[config.mk]
export PLATFORM = sky130hd
export DESIGN_NAME = casc_irq_ctrl
export DESIGN_NICKNAME = d
export VERILOG_FILES = /design/src/rtl/casc_irq_pkg.sv /design/src/rtl/casc_irq_bank.sv /design/src/rtl/casc_irq_prio_enc.sv /design/src/rtl/casc_irq_map_regs.sv /design/src/rtl/casc_irq_ctrl.sv
export SDC_FILE = /design/constraint.sdc
export NUM_CORES = 1
export LEC_CHECK = 0
export ABC_AREA = 1
export BUFFER_PORTS_ARGS = -buffer_cell sky130_fd_sc_hd__buf_4
export CORE_MARGIN = 4
export CORE_UTILIZATION = 45
export CTS_CLUSTER_SIZE = 10
export DETAILED_ROUTE_END_ITERATION = 10
export PLACE_DENSITY = 0.65
export SLEW_MARGIN = 40
export SYNTH_ARGS = -nofsm -noshare
export SYNTH_HDL_FRONTEND = slang
export SYNTH_SLANG_ARGS = --single-unit
[constraint.sdc]
create_clock -name clk_i -period 2.8 [get_ports clk_i]
set_input_delay 0 -clock clk_i [delete_from_list [all_inputs] [get_ports clk_i]]
set_output_delay 0 -clock clk_i [all_outputs]
set_load 0.02 [all_outputs]
[src/rtl/casc_irq_pkg.sv]
package casc_irq_pkg;
  localparam int WORD_W     = 32;
  localparam int ADDR_W     = 12;
  // primary register types, banks 4 bytes apart
  localparam int OFS_STAT   = 'h000;
  localparam int OFS_PCLR   = 'h010;
  localparam int OFS_ESET   = 'h020;
  localparam int OFS_ECLR   = 'h030;
  localparam int OFS_PIDX   = 'h040;
  // secondary group
  localparam int OFS_SSTAT  = 'h080;
  localparam int OFS_SPCLR  = 'h088;
  localparam int OFS_SESET  = 'h090;
  localparam int OFS_SECLR  = 'h098;
  localparam int OFS_MAP    = 'h200;
endpackage

[src/rtl/casc_irq_bank.sv]
module casc_irq_bank #(
  parameter int N = 32
) (
  input  logic         clk_i,
  input  logic         rst_ni,
  input  logic [N-1:0] req_i,
  input  logic [N-1:0] pclr_i,
  input  logic [N-1:0] eset_i,
  input  logic [N-1:0] eclr_i,
  output logic [N-1:0] pend_o,
  output logic [N-1:0] en_o,
  output logic [N-1:0] rise_o,
  output logic [N-1:0] act_o
);
  logic [N-1:0] prev_q;

  assign rise_o = req_i & ~prev_q;
  assign act_o  = pend_o & en_o;

  always_ff @(posedge clk_i or negedge rst_ni) begin
    if (!rst_ni) begin
      prev_q <= '0;
      pend_o <= '0;
      en_o   <= '0;
    end else begin
      prev_q <= req_i;
      // a new edge beats a same-cycle clear
      pend_o <= (pend_o & ~pclr_i) | rise_o;
      en_o   <= (en_o | eset_i) & ~eclr_i;
    end
  end
endmodule

[src/rtl/casc_irq_prio_enc.sv]
module casc_irq_prio_enc #(
  parameter int N     = 40,
  parameter int IDX_W = 6
) (
  input  logic [N-1:0]     act_i,
  output logic [IDX_W-1:0] idx_o
);
  always_comb begin
    idx_o = '1;
    for (int i = N - 1; i >= 0; i--) begin
      if (act_i[i]) idx_o = IDX_W'(i);
    end
  end
endmodule

[src/rtl/casc_irq_map_regs.sv]
module casc_irq_map_regs #(
  parameter int N     = 40,
  parameter int IDX_W = 6
) (
  input  logic             clk_i,
  input  logic             rst_ni,
  input  logic             wr_en_i,
  input  logic [IDX_W-1:0] wr_idx_i,
  input  logic [IDX_W-1:0] wr_data_i,
  input  logic [IDX_W-1:0] rd_idx_i,
  output logic [IDX_W-1:0] rd_data_o
);
  logic [IDX_W-1:0] map_q [N];

  for (genvar g = 0; g < N; g++) begin : g_map
    always_ff @(posedge clk_i or negedge rst_ni) begin
      if (!rst_ni)                                     map_q[g] <= '0;
      else if (wr_en_i && wr_idx_i == IDX_W'(g))        map_q[g] <= wr_data_i;
    end
  end

  always_comb begin
    rd_data_o = '0;
    for (int i = 0; i < N; i++) begin
      if (rd_idx_i == IDX_W'(i)) rd_data_o = map_q[i];
    end
  end
endmodule

[src/rtl/casc_irq_ctrl.sv]
module casc_irq_ctrl
  import casc_irq_pkg::*;
#(
  parameter int NUM_PRI = 40,
  parameter int NUM_SEC = 32
) (
  input  logic              clk_i,
  input  logic              rst_ni,
  input  logic [NUM_PRI-1:1] prim_req_i,
  input  logic [NUM_SEC-1:0] sec_req_i,
  input  logic              we_i,
  input  logic [ADDR_W-1:0] addr_i,
  input  logic [WORD_W-1:0] wdata_i,
  output logic [WORD_W-1:0] rdata_o,
  output logic              irq_o
);
  localparam int PBANKS = (NUM_PRI + WORD_W - 1) / WORD_W;
  localparam int PPAD   = PBANKS * WORD_W;
  localparam int IDX_W  = $clog2(NUM_PRI + 1);
  localparam logic [ADDR_W-3:0] MAP_WORD = (ADDR_W-2)'(OFS_MAP / 4);

  logic [NUM_PRI-1:0] prim_in, prim_pclr, prim_eset, prim_eclr;
  logic [NUM_PRI-1:0] prim_pend, prim_en, prim_rise, prim_act;
  logic [NUM_SEC-1:0] sec_pclr, sec_eset, sec_eclr;
  logic [NUM_SEC-1:0] sec_pend, sec_en, sec_rise, sec_act;
  logic               sec_any;
  logic [IDX_W-1:0]   prio_idx;
  logic [PPAD-1:0]    pend_pad, en_pad, act_pad;
  logic [ADDR_W-3:0]  map_word;
  logic               map_hit;
  logic [IDX_W-1:0]   map_rd;

  // write strobes per channel
  always_comb begin
    for (int c = 0; c < NUM_PRI; c++) begin
      prim_pclr[c] = we_i && addr_i == ADDR_W'(OFS_PCLR + 4 * (c / WORD_W)) && wdata_i[c % WORD_W];
      prim_eset[c] = we_i && addr_i == ADDR_W'(OFS_ESET + 4 * (c / WORD_W)) && wdata_i[c % WORD_W];
      prim_eclr[c] = we_i && addr_i == ADDR_W'(OFS_ECLR + 4 * (c / WORD_W)) && wdata_i[c % WORD_W];
    end
  end

  assign sec_pclr = (we_i && addr_i == ADDR_W'(OFS_SPCLR)) ? wdata_i[NUM_SEC-1:0] : '0;
  assign sec_eset = (we_i && addr_i == ADDR_W'(OFS_SESET)) ? wdata_i[NUM_SEC-1:0] : '0;
  assign sec_eclr = (we_i && addr_i == ADDR_W'(OFS_SECLR)) ? wdata_i[NUM_SEC-1:0] : '0;

  casc_irq_bank #(.N(NUM_SEC)) u_sec_bank (
    .clk_i  (clk_i),
    .rst_ni (rst_ni),
    .req_i  (sec_req_i),
    .pclr_i (sec_pclr),
    .eset_i (sec_eset),
    .eclr_i (sec_eclr),
    .pend_o (sec_pend),
    .en_o   (sec_en),
    .rise_o (sec_rise),
    .act_o  (sec_act)
  );

  assign sec_any = |sec_act;
  // cascade: secondary summary is the request of channel 0
  assign prim_in = {prim_req_i, sec_any};

  casc_irq_bank #(.N(NUM_PRI)) u_prim_bank (
    .clk_i  (clk_i),
    .rst_ni (rst_ni),
    .req_i  (prim_in),
    .pclr_i (prim_pclr),
    .eset_i (prim_eset),
    .eclr_i (prim_eclr),
    .pend_o (prim_pend),
    .en_o   (prim_en),
    .rise_o (prim_rise),
    .act_o  (prim_act)
  );

  casc_irq_prio_enc #(.N(NUM_PRI), .IDX_W(IDX_W)) u_prio (
    .act_i (prim_act),
    .idx_o (prio_idx)
  );

  assign irq_o = |prim_act;

  // map registers
  assign map_word = addr_i[ADDR_W-1:2] - MAP_WORD;
  assign map_hit  = addr_i[1:0] == 2'b00 && addr_i[ADDR_W-1:2] >= MAP_WORD
                    && map_word < (ADDR_W-2)'(NUM_PRI);

  casc_irq_map_regs #(.N(NUM_PRI), .IDX_W(IDX_W)) u_map (
    .clk_i     (clk_i),
    .rst_ni    (rst_ni),
    .wr_en_i   (we_i && map_hit),
    .wr_idx_i  (map_word[IDX_W-1:0]),
    .wr_data_i (wdata_i[IDX_W-1:0]),
    .rd_idx_i  (map_word[IDX_W-1:0]),
    .rd_data_o (map_rd)
  );

  // read mux
  assign pend_pad = PPAD'(prim_pend);
  assign en_pad   = PPAD'(prim_en);
  assign act_pad  = PPAD'(prim_act);

  always_comb begin
    rdata_o = '0;
    for (int b = 0; b < PBANKS; b++) begin
      if (addr_i == ADDR_W'(OFS_STAT + 4 * b)) rdata_o = act_pad[b*WORD_W +: WORD_W];
      if (addr_i == ADDR_W'(OFS_PCLR + 4 * b)) rdata_o = pend_pad[b*WORD_W +: WORD_W];
      if (addr_i == ADDR_W'(OFS_ESET + 4 * b) ||
          addr_i == ADDR_W'(OFS_ECLR + 4 * b)) rdata_o = en_pad[b*WORD_W +: WORD_W];
    end
    if (addr_i == ADDR_W'(OFS_PIDX))  rdata_o = WORD_W'(prio_idx);
    if (addr_i == ADDR_W'(OFS_SSTAT)) rdata_o = WORD_W'(sec_act);
    if (addr_i == ADDR_W'(OFS_SPCLR)) rdata_o = WORD_W'(sec_pend);
    if (addr_i == ADDR_W'(OFS_SESET) || addr_i == ADDR_W'(OFS_SECLR)) rdata_o = WORD_W'(sec_en);
    if (map_hit) rdata_o = WORD_W'(map_rd);
  end
endmodule

# Word level (Yosys, flattened, before mapping)
# Cells that the tools add are included.
[word_totals]
out_inout_bits = 33
word_cells = 392
inputBits = 118
register_bits = 456
[classes]
n_addsub = 1
n_eq_ne = 51
bitwise_logic = 18
n_lt_le_gt_ge = 2
reduce_logical = 180
mux = 94
[ops]
columns = ["op", "n"]
rows = [
  ["32-bit 2-to-1 mux", 14],
  ["6-bit 2-to-1 mux", 72],
  ["1-bit logical AND", 172],
  ["40-bit bitwise AND", 4],
  ["32-bit bitwise AND", 4],
  ["40-bit NOT", 3],
  ["6-bit by 5-bit == test with 1-bit output, second input constant", 16],
  ["32-bit NOT", 3],
  ["40-bit OR", 2],
  ["32-bit OR", 2],
  ["12-bit by 6-bit == test with 1-bit output, second input constant", 4],
  ["12-bit by 8-bit == test with 1-bit output, second input constant", 4],
  ["6-bit by 4-bit == test with 1-bit output, second input constant", 8],
  ["6-bit == test, second input constant", 8],
  ["5-bit 2-to-1 mux", 8],
  ["40-bit OR reduction", 1],
  ["32-bit OR reduction", 1],
  ["12-bit by 5-bit == test with 1-bit output, second input constant", 2],
  ["6-bit by 3-bit == test with 1-bit output, second input constant", 4],
  ["12-bit by 3-bit == test with 1-bit output, second input constant", 1],
  ["12-bit by 7-bit == test with 1-bit output, second input constant", 1],
  ["6-bit by 2-bit == test with 1-bit output, second input constant", 2],
  ["12-bit zero test", 1],
  ["10-bit by 8-bit >= comparator with 1-bit output, second input constant", 1],
  ["other kinds (6)", 8],
]

# Longest topological paths before layout
[depth]
depth_word = 46
ltp_mapped = 43
depth_no_buf = 43

# Hierarchy
# A second synthesis with hierarchy kept.
[hier_totals]
cells_unflattened = 3287
hier_area_um2 = 23337.4
[modules_own_cells]
columns = ["module", "area_each_um2", "instances", "seq_area_each_um2", "cells_each"]
rows = [
  ["casc_irq_map_regs", 11028.1, 1, 6005.8, 1408],
  ["casc_irq_bank at u_prim_bank", 4504.3, 1, 3002.9, 520],
  ["casc_irq_ctrl", 3634.7, 1, 0.0, 810],
  ["casc_irq_bank at u_sec_bank", 3603.5, 1, 2402.3, 416],
  ["casc_irq_prio_enc", 566.8, 1, 0.0, 133],
]

# Least setup slack after synthesis
# Ideal clock, no wire load.
[synth_timing]
path_kind = "register -> output"
startpoint = "reg u_prim_bank.en_o[37]"
endpoint = "out rdata_o[0]"
slack_ps = 435
arrival_time_ps = 2365
required_ps = 2800
stages_incl_launch_ff = 43
n_path_buf = 0
cell_sequence = "dfrtp_1 -> nand2_1 -> nand2_1 -> nand2_1 -> nand2_1 -> nand2_1 -> nand2_1 -> nand2_1 -> nand2_1 -> nand2_1 -> nand2_1 -> nand2_1 -> nand2_1 -> nand2_1 -> nand2_1 -> nand2_1 -> nand2_1 -> nand2_1 -> (+7 left out) -> nand2_1 -> nand2_1 -> nand2_1 -> nand2_1 -> nand2_1 -> nand2_1 -> nand2_1 -> nand2_1 -> nand2_1 -> nand2_1 -> nand2_1 -> nand2_1 -> nand2_1 -> nand2_1 -> nand2_1 -> nand2_1 -> nand2_1 -> nand3_1"
[synth_between]
elab_chain_len = 44
[synth_lines]
columns = ["item", "line", "rtl"]
rows = [
  ["from (decl)", "casc_irq_bank.sv:11", "output logic [N-1:0] en_o,"],
  ["from (signal assigned)", "casc_irq_bank.sv:29", "en_o <= (en_o | eset_i) & ~eclr_i;"],
  ["40-bit bitwise AND", "casc_irq_bank.sv:18", "assign act_o = pend_o & en_o;"],
  ["5-bit 2-to-1 mux (6 in series)", "casc_irq_prio_enc.sv:11", "if (act_i[i]) idx_o = IDX_W'(i);"],
  ["6-bit 2-to-1 mux (32 in series)", "casc_irq_prio_enc.sv:11", ""],
  ["32-bit 2-to-1 mux", "casc_irq_ctrl.sv:111", "if (addr_i == ADDR_W'(OFS_PIDX)) rdata_o = WORD_W'(prio_idx);"],
  ["32-bit 2-to-1 mux", "casc_irq_ctrl.sv:112", "if (addr_i == ADDR_W'(OFS_SSTAT)) rdata_o = WORD_W'(sec_act);"],
  ["32-bit 2-to-1 mux", "casc_irq_ctrl.sv:113", "if (addr_i == ADDR_W'(OFS_SPCLR)) rdata_o = WORD_W'(sec_pend);"],
  ["32-bit 2-to-1 mux", "casc_irq_ctrl.sv:114", "if (addr_i == ADDR_W'(OFS_SESET) || addr_i == ADDR_W'(OFS_SECLR)) rdata_o = WORD_W'(sec_en);"],
  ["32-bit 2-to-1 mux", "casc_irq_ctrl.sv:115", "if (map_hit) rdata_o = WORD_W'(map_rd);"],
  ["to (decl)", "casc_irq_ctrl.sv:14", "output logic [WORD_W-1:0] rdata_o,"],
]
# Every way passes these cells.

# Worst setup path after layout
# Same ends and word-level chain as after synthesis.

==> flow_summary.yaml <==
power:
  p_sw_frac: 0.230
  p_per_area_nw_per_um2: 522
  vdd_drop_max_v: 0.000449
  p_switching_w: 0.00315
  power_w: 0.0137
  p_comb_frac: 0.058
  share_seq_of_total_power: 0.487
  intPower_w: 0.0106
  p_leak_nw: 12.4
  pwr-share-clk: 0.455
cts:
  cts_buffer_depth: 3
  cts_root_buf: "clkbuf_16"
  htreeDepth: 2
  clk_pin_slew_ns: 0.06
  cts_buffers: 53
  cts_tree: "done"
  clock_latency_ns: 0.60
  numClockSinks: 456
flow_run:
  maxCapViolations: 0
placed_design:
  place_congestion: 0.939
  portBuffers: 150
  dp_slack_ns: -0.252
  post_dp_cell_area_sq_um: 23500
  dp_hpwl_um: 46500
cells_and_area:
  final_nets: 2986
  multi_input_area_sq_um: 8210
  nFillCells: 4003
  final_util: 0.577
  drive_gt1_frac: 0.154
  regArea_sq_um: 11400
  syn_to_final_growth_pct: 26.0
  stdcell_area_sq_um: 26300
routing:
  wl_per_cell_um: 19.7
  vias_per_cell: 5.50
  first_iter_violations: 1750
  detail-route-antenna-nets: 0
  wl_um: 68600
  vias: 19200
  drc: 0
  first_pass_iters: 6
synthesis:
  async_flop_share: 1.00
  postSynthAreaPerCell_sq_um: 8.27
  yosysWarnings: 0
  yosysUniqueCellTypes: 48
  ys_seq_elements: 456
  synth_edf_count: 0
  syn-num-nets: 2643
  synth_ff_type: "dfrtp_1"
  synth_seq_area_share: 0.547
  syn-cell-area_sq_um: 20900
  synth_cells: 2524
worst_hold_path:
  hold_class: "in -> reg"
outcome:
  run_status: "finished with violations"
  failed_checks: "negative setup slack"
die:
  ioPinCount: 151
  initial_core_util: 0.458
  core_sq_um: 45600
  num_rows: 78
  die-area_sq_um: 49900
  dieWidth_um: 223
  die_h_um: 223
setup_path:
  cp_slowest_cell: "dfrtp_1"
  worstSetupPathType: "reg -> out"
  crit_arrival_ns: 3.46
  crit_path_start_kind: "flip-flop"
  cpMostUsedCell: "nand2_1"
  max_stage_delay_ns: 0.39
  crit_path_end_kind: "output pin"
  cp.required_ns: 2.80
  cp_max_fo: 2
global_route:
  grt_pass1_vias: 19400
  grt_pass1_wl_um: 108000
  antenna_found_initial: 2
  grt_max_degree: 92
  grt-ovfl-total: 0
  grtUsageTotal: 0.272
timing:
  finalCriticalPeriod_ns: 3.46
  whs_ns: 0.0508
  timing.final.crit_share: 1.23
  rsz0062_at_grt: "yes"
  fmax_mhz: 289
  timing.slew.headroom: 0.424
  worst_pin_slew_ns: 0.862
  hold_violations: 0
  setup_viol: 6
  final_max_slew_viol_count: 0
  fin_ws_ns: -0.657
  fin_worst_skew_ns: 0.0153
-- per-stage QoR --
stage                     instances  setup TNS, ns
after floorplan                2524              0
after CTS                      3478          -3.50
after global routing           3480          -5.06
after global placement         3304         -0.427
final                          3481          -3.29
after detailed placement       3304         -0.489
-- cells in the mapped netlist (2+ instances only) --
cell       count  area, sq um
nor4_1         5         31.3
o22ai_1        4         25.0
a2111oi_0      2         17.5
o2111ai_1      2         17.5
buf_2          2         10.0
o21ai_1        9         45.0
a31oi_1        2         12.5
a32oi_1       11         96.3
or2_0          2         12.5
clkbuf_1     106          398
a221oi_1      10         87.6
dfrtp_1      456        11400
and3_1         2         12.5
nand4_1       54          338
nand2_1      719         2700
a22oi_1       63          473
inv_2          5         18.8
nor3_1         8         40.0
nand3_1       58          290
nand2_2        2         12.5
o221ai_1       7         61.3
a211oi_1       5         37.5
nor2_2         9         56.3
o211ai_1       7         52.6
nor2_4         3         33.8
or2_2         17          106
buf_4          2         15.0
a21oi_1       77          385
a21boi_0       4         30.0
inv_1        258          968
a2bb2oi_1     20          175
nor2_1       128          480
o31ai_1        4         30.0
o21ai_0      447         2240
-- metal layers --
| metal | vias up | global-route usage | part of all wire |
|---|---|---|---|
| met1 | 9251 | 0.349 | 0.41 |
| li1 | 9000 | - | - |
| met3 | 178 | 0.0464 | 0.064 |
| met4 | 0 | 0.111 | 0.040 |
| met5 | - | 0 | 0 |
| met2 | 722 | 0.461 | 0.48 |
-- state kept, by name (all words and copies together) (netlist names) --
name / cells
u_sec_bank.en_o: 32
u_prim_bank.prev_q: 40
u_prim_bank.en_o: 40
u_map.map_q: 240
u_prim_bank.pend_o: 40
u_sec_bank.pend_o: 32
u_sec_bank.prev_q: 32
-- area by class of cell --
type / count / share of cell area
Sequential cell: 456 / 0.434
Multi-Input combinational cell: 1694 / 0.312
Timing Repair Buffer: 398 / 0.131
Clock buffer: 64 / 0.0540
Inverter: 264 / 0.0379
Tap cell: 600 / 0.0285
Clock inverter: 3 / 0.00209
Antenna cell: 2 / 0.000190
-- cell usage in the layout, fill, tap and decap left out, types with 4 or more instances in the layout --
master / Yosys / routed
or2_2: 17 / 17
o211ai_1: 7 / 7
buf_12: 0 / 12
dlygate4sd3_1: 0 / 106
a2bb2oi_1: 20 / 20
a211oi_1: 5 / 5
a21oi_2: 0 / 7
dfrtp_1: 456 / 456
inv_1: 258 / 256
o22ai_1: 4 / 4
o21ai_0: 447 / 446
a21boi_0: 4 / 4
nor2_2: 9 / 15
inv_2: 5 / 6
o221ai_1: 7 / 7
clkbuf_16: 0 / 54
nand2_2: 2 / 19
nand3_1: 58 / 46
nor3_1: 8 / 8
o21ai_1: 9 / 10
clkbuf_1: 106 / 7
a32oi_1: 11 / 11
nand3_2: 0 / 11
a21oi_1: 77 / 70
buf_6: 0 / 6
a22oi_1: 63 / 63
nor2_1: 128 / 122
nand4_1: 54 / 54
nand2_1: 719 / 702
a221oi_1: 10 / 10
buf_4: 2 / 272
-- worst paths after layout --
| path | startpoint | slack (ns) | end | cells after the start |
|---|---|---|---|---|
| max | u_prim_bank.en_o[37] | -0.66 | rdata_o[0] | 43 |
| min | sec_req_i[27] | 0.05 | u_sec_bank.prev_q[27] | 2 |
| max reg2reg | u_sec_bank.pend_o[29] | 1.36 | u_prim_bank.pend_o[0] | 6 |
| min in group asynchronous | rst_ni | 0.43 | u_map.map_q[167] | 3 |
| max in group asynchronous | rst_ni | 1.33 | u_sec_bank.pend_o[10] | 5 |
| min reg2reg | u_sec_bank.prev_q[24] | 0.41 | u_sec_bank.pend_o[24] | 1 |
-- worst max-delay path: cells and delay by family, from the launching register on --
family	cells	cell delay, ns
buffers and inverters	1	0.15
AND/OR/NAND/NOR	42	2.31
flip-flops	1	0.39
-- cell families after synthesis --
family | count (synthesis) | synth area share
buffers and inverters | 374 | 0.0680
AO/OA/AOI/OAI | 678 | 0.183
AND/OR/NAND/NOR | 1014 | 0.201
flip-flops | 456 | 0.547
XOR/XNOR | 1 | 0.000420
adder cells (fa/ha/maj) | 1 | 0.000599
-- power groups by stage --
| stage | clock network (W) | logic, W | registers [W] |
|---|---|---|---|
| floorplan | 0 | 0.000179 | 0.00679 |
| global placement | 0 | 0.000658 | 0.00680 |
| detailed placement | 0 | 0.000667 | 0.00680 |
| CTS | 0.00636 | 0.000790 | 0.00668 |
| global route | 0.00662 | 0.000877 | 0.00669 |
| finish | 0.00624 | 0.000797 | 0.00669 |
-- timing repair --
action | 4_1_cts | 5_1_grt
hold buffers | 105 | 1
resized for setup | 23 | 26
setup endpoints to repair | 6 | 6
setup buffers | 2 | 1
pin swaps | 4 | 28
hold endpoints to repair | 310 | 38
Note: power is estimated with default switching activity, not from simulation.
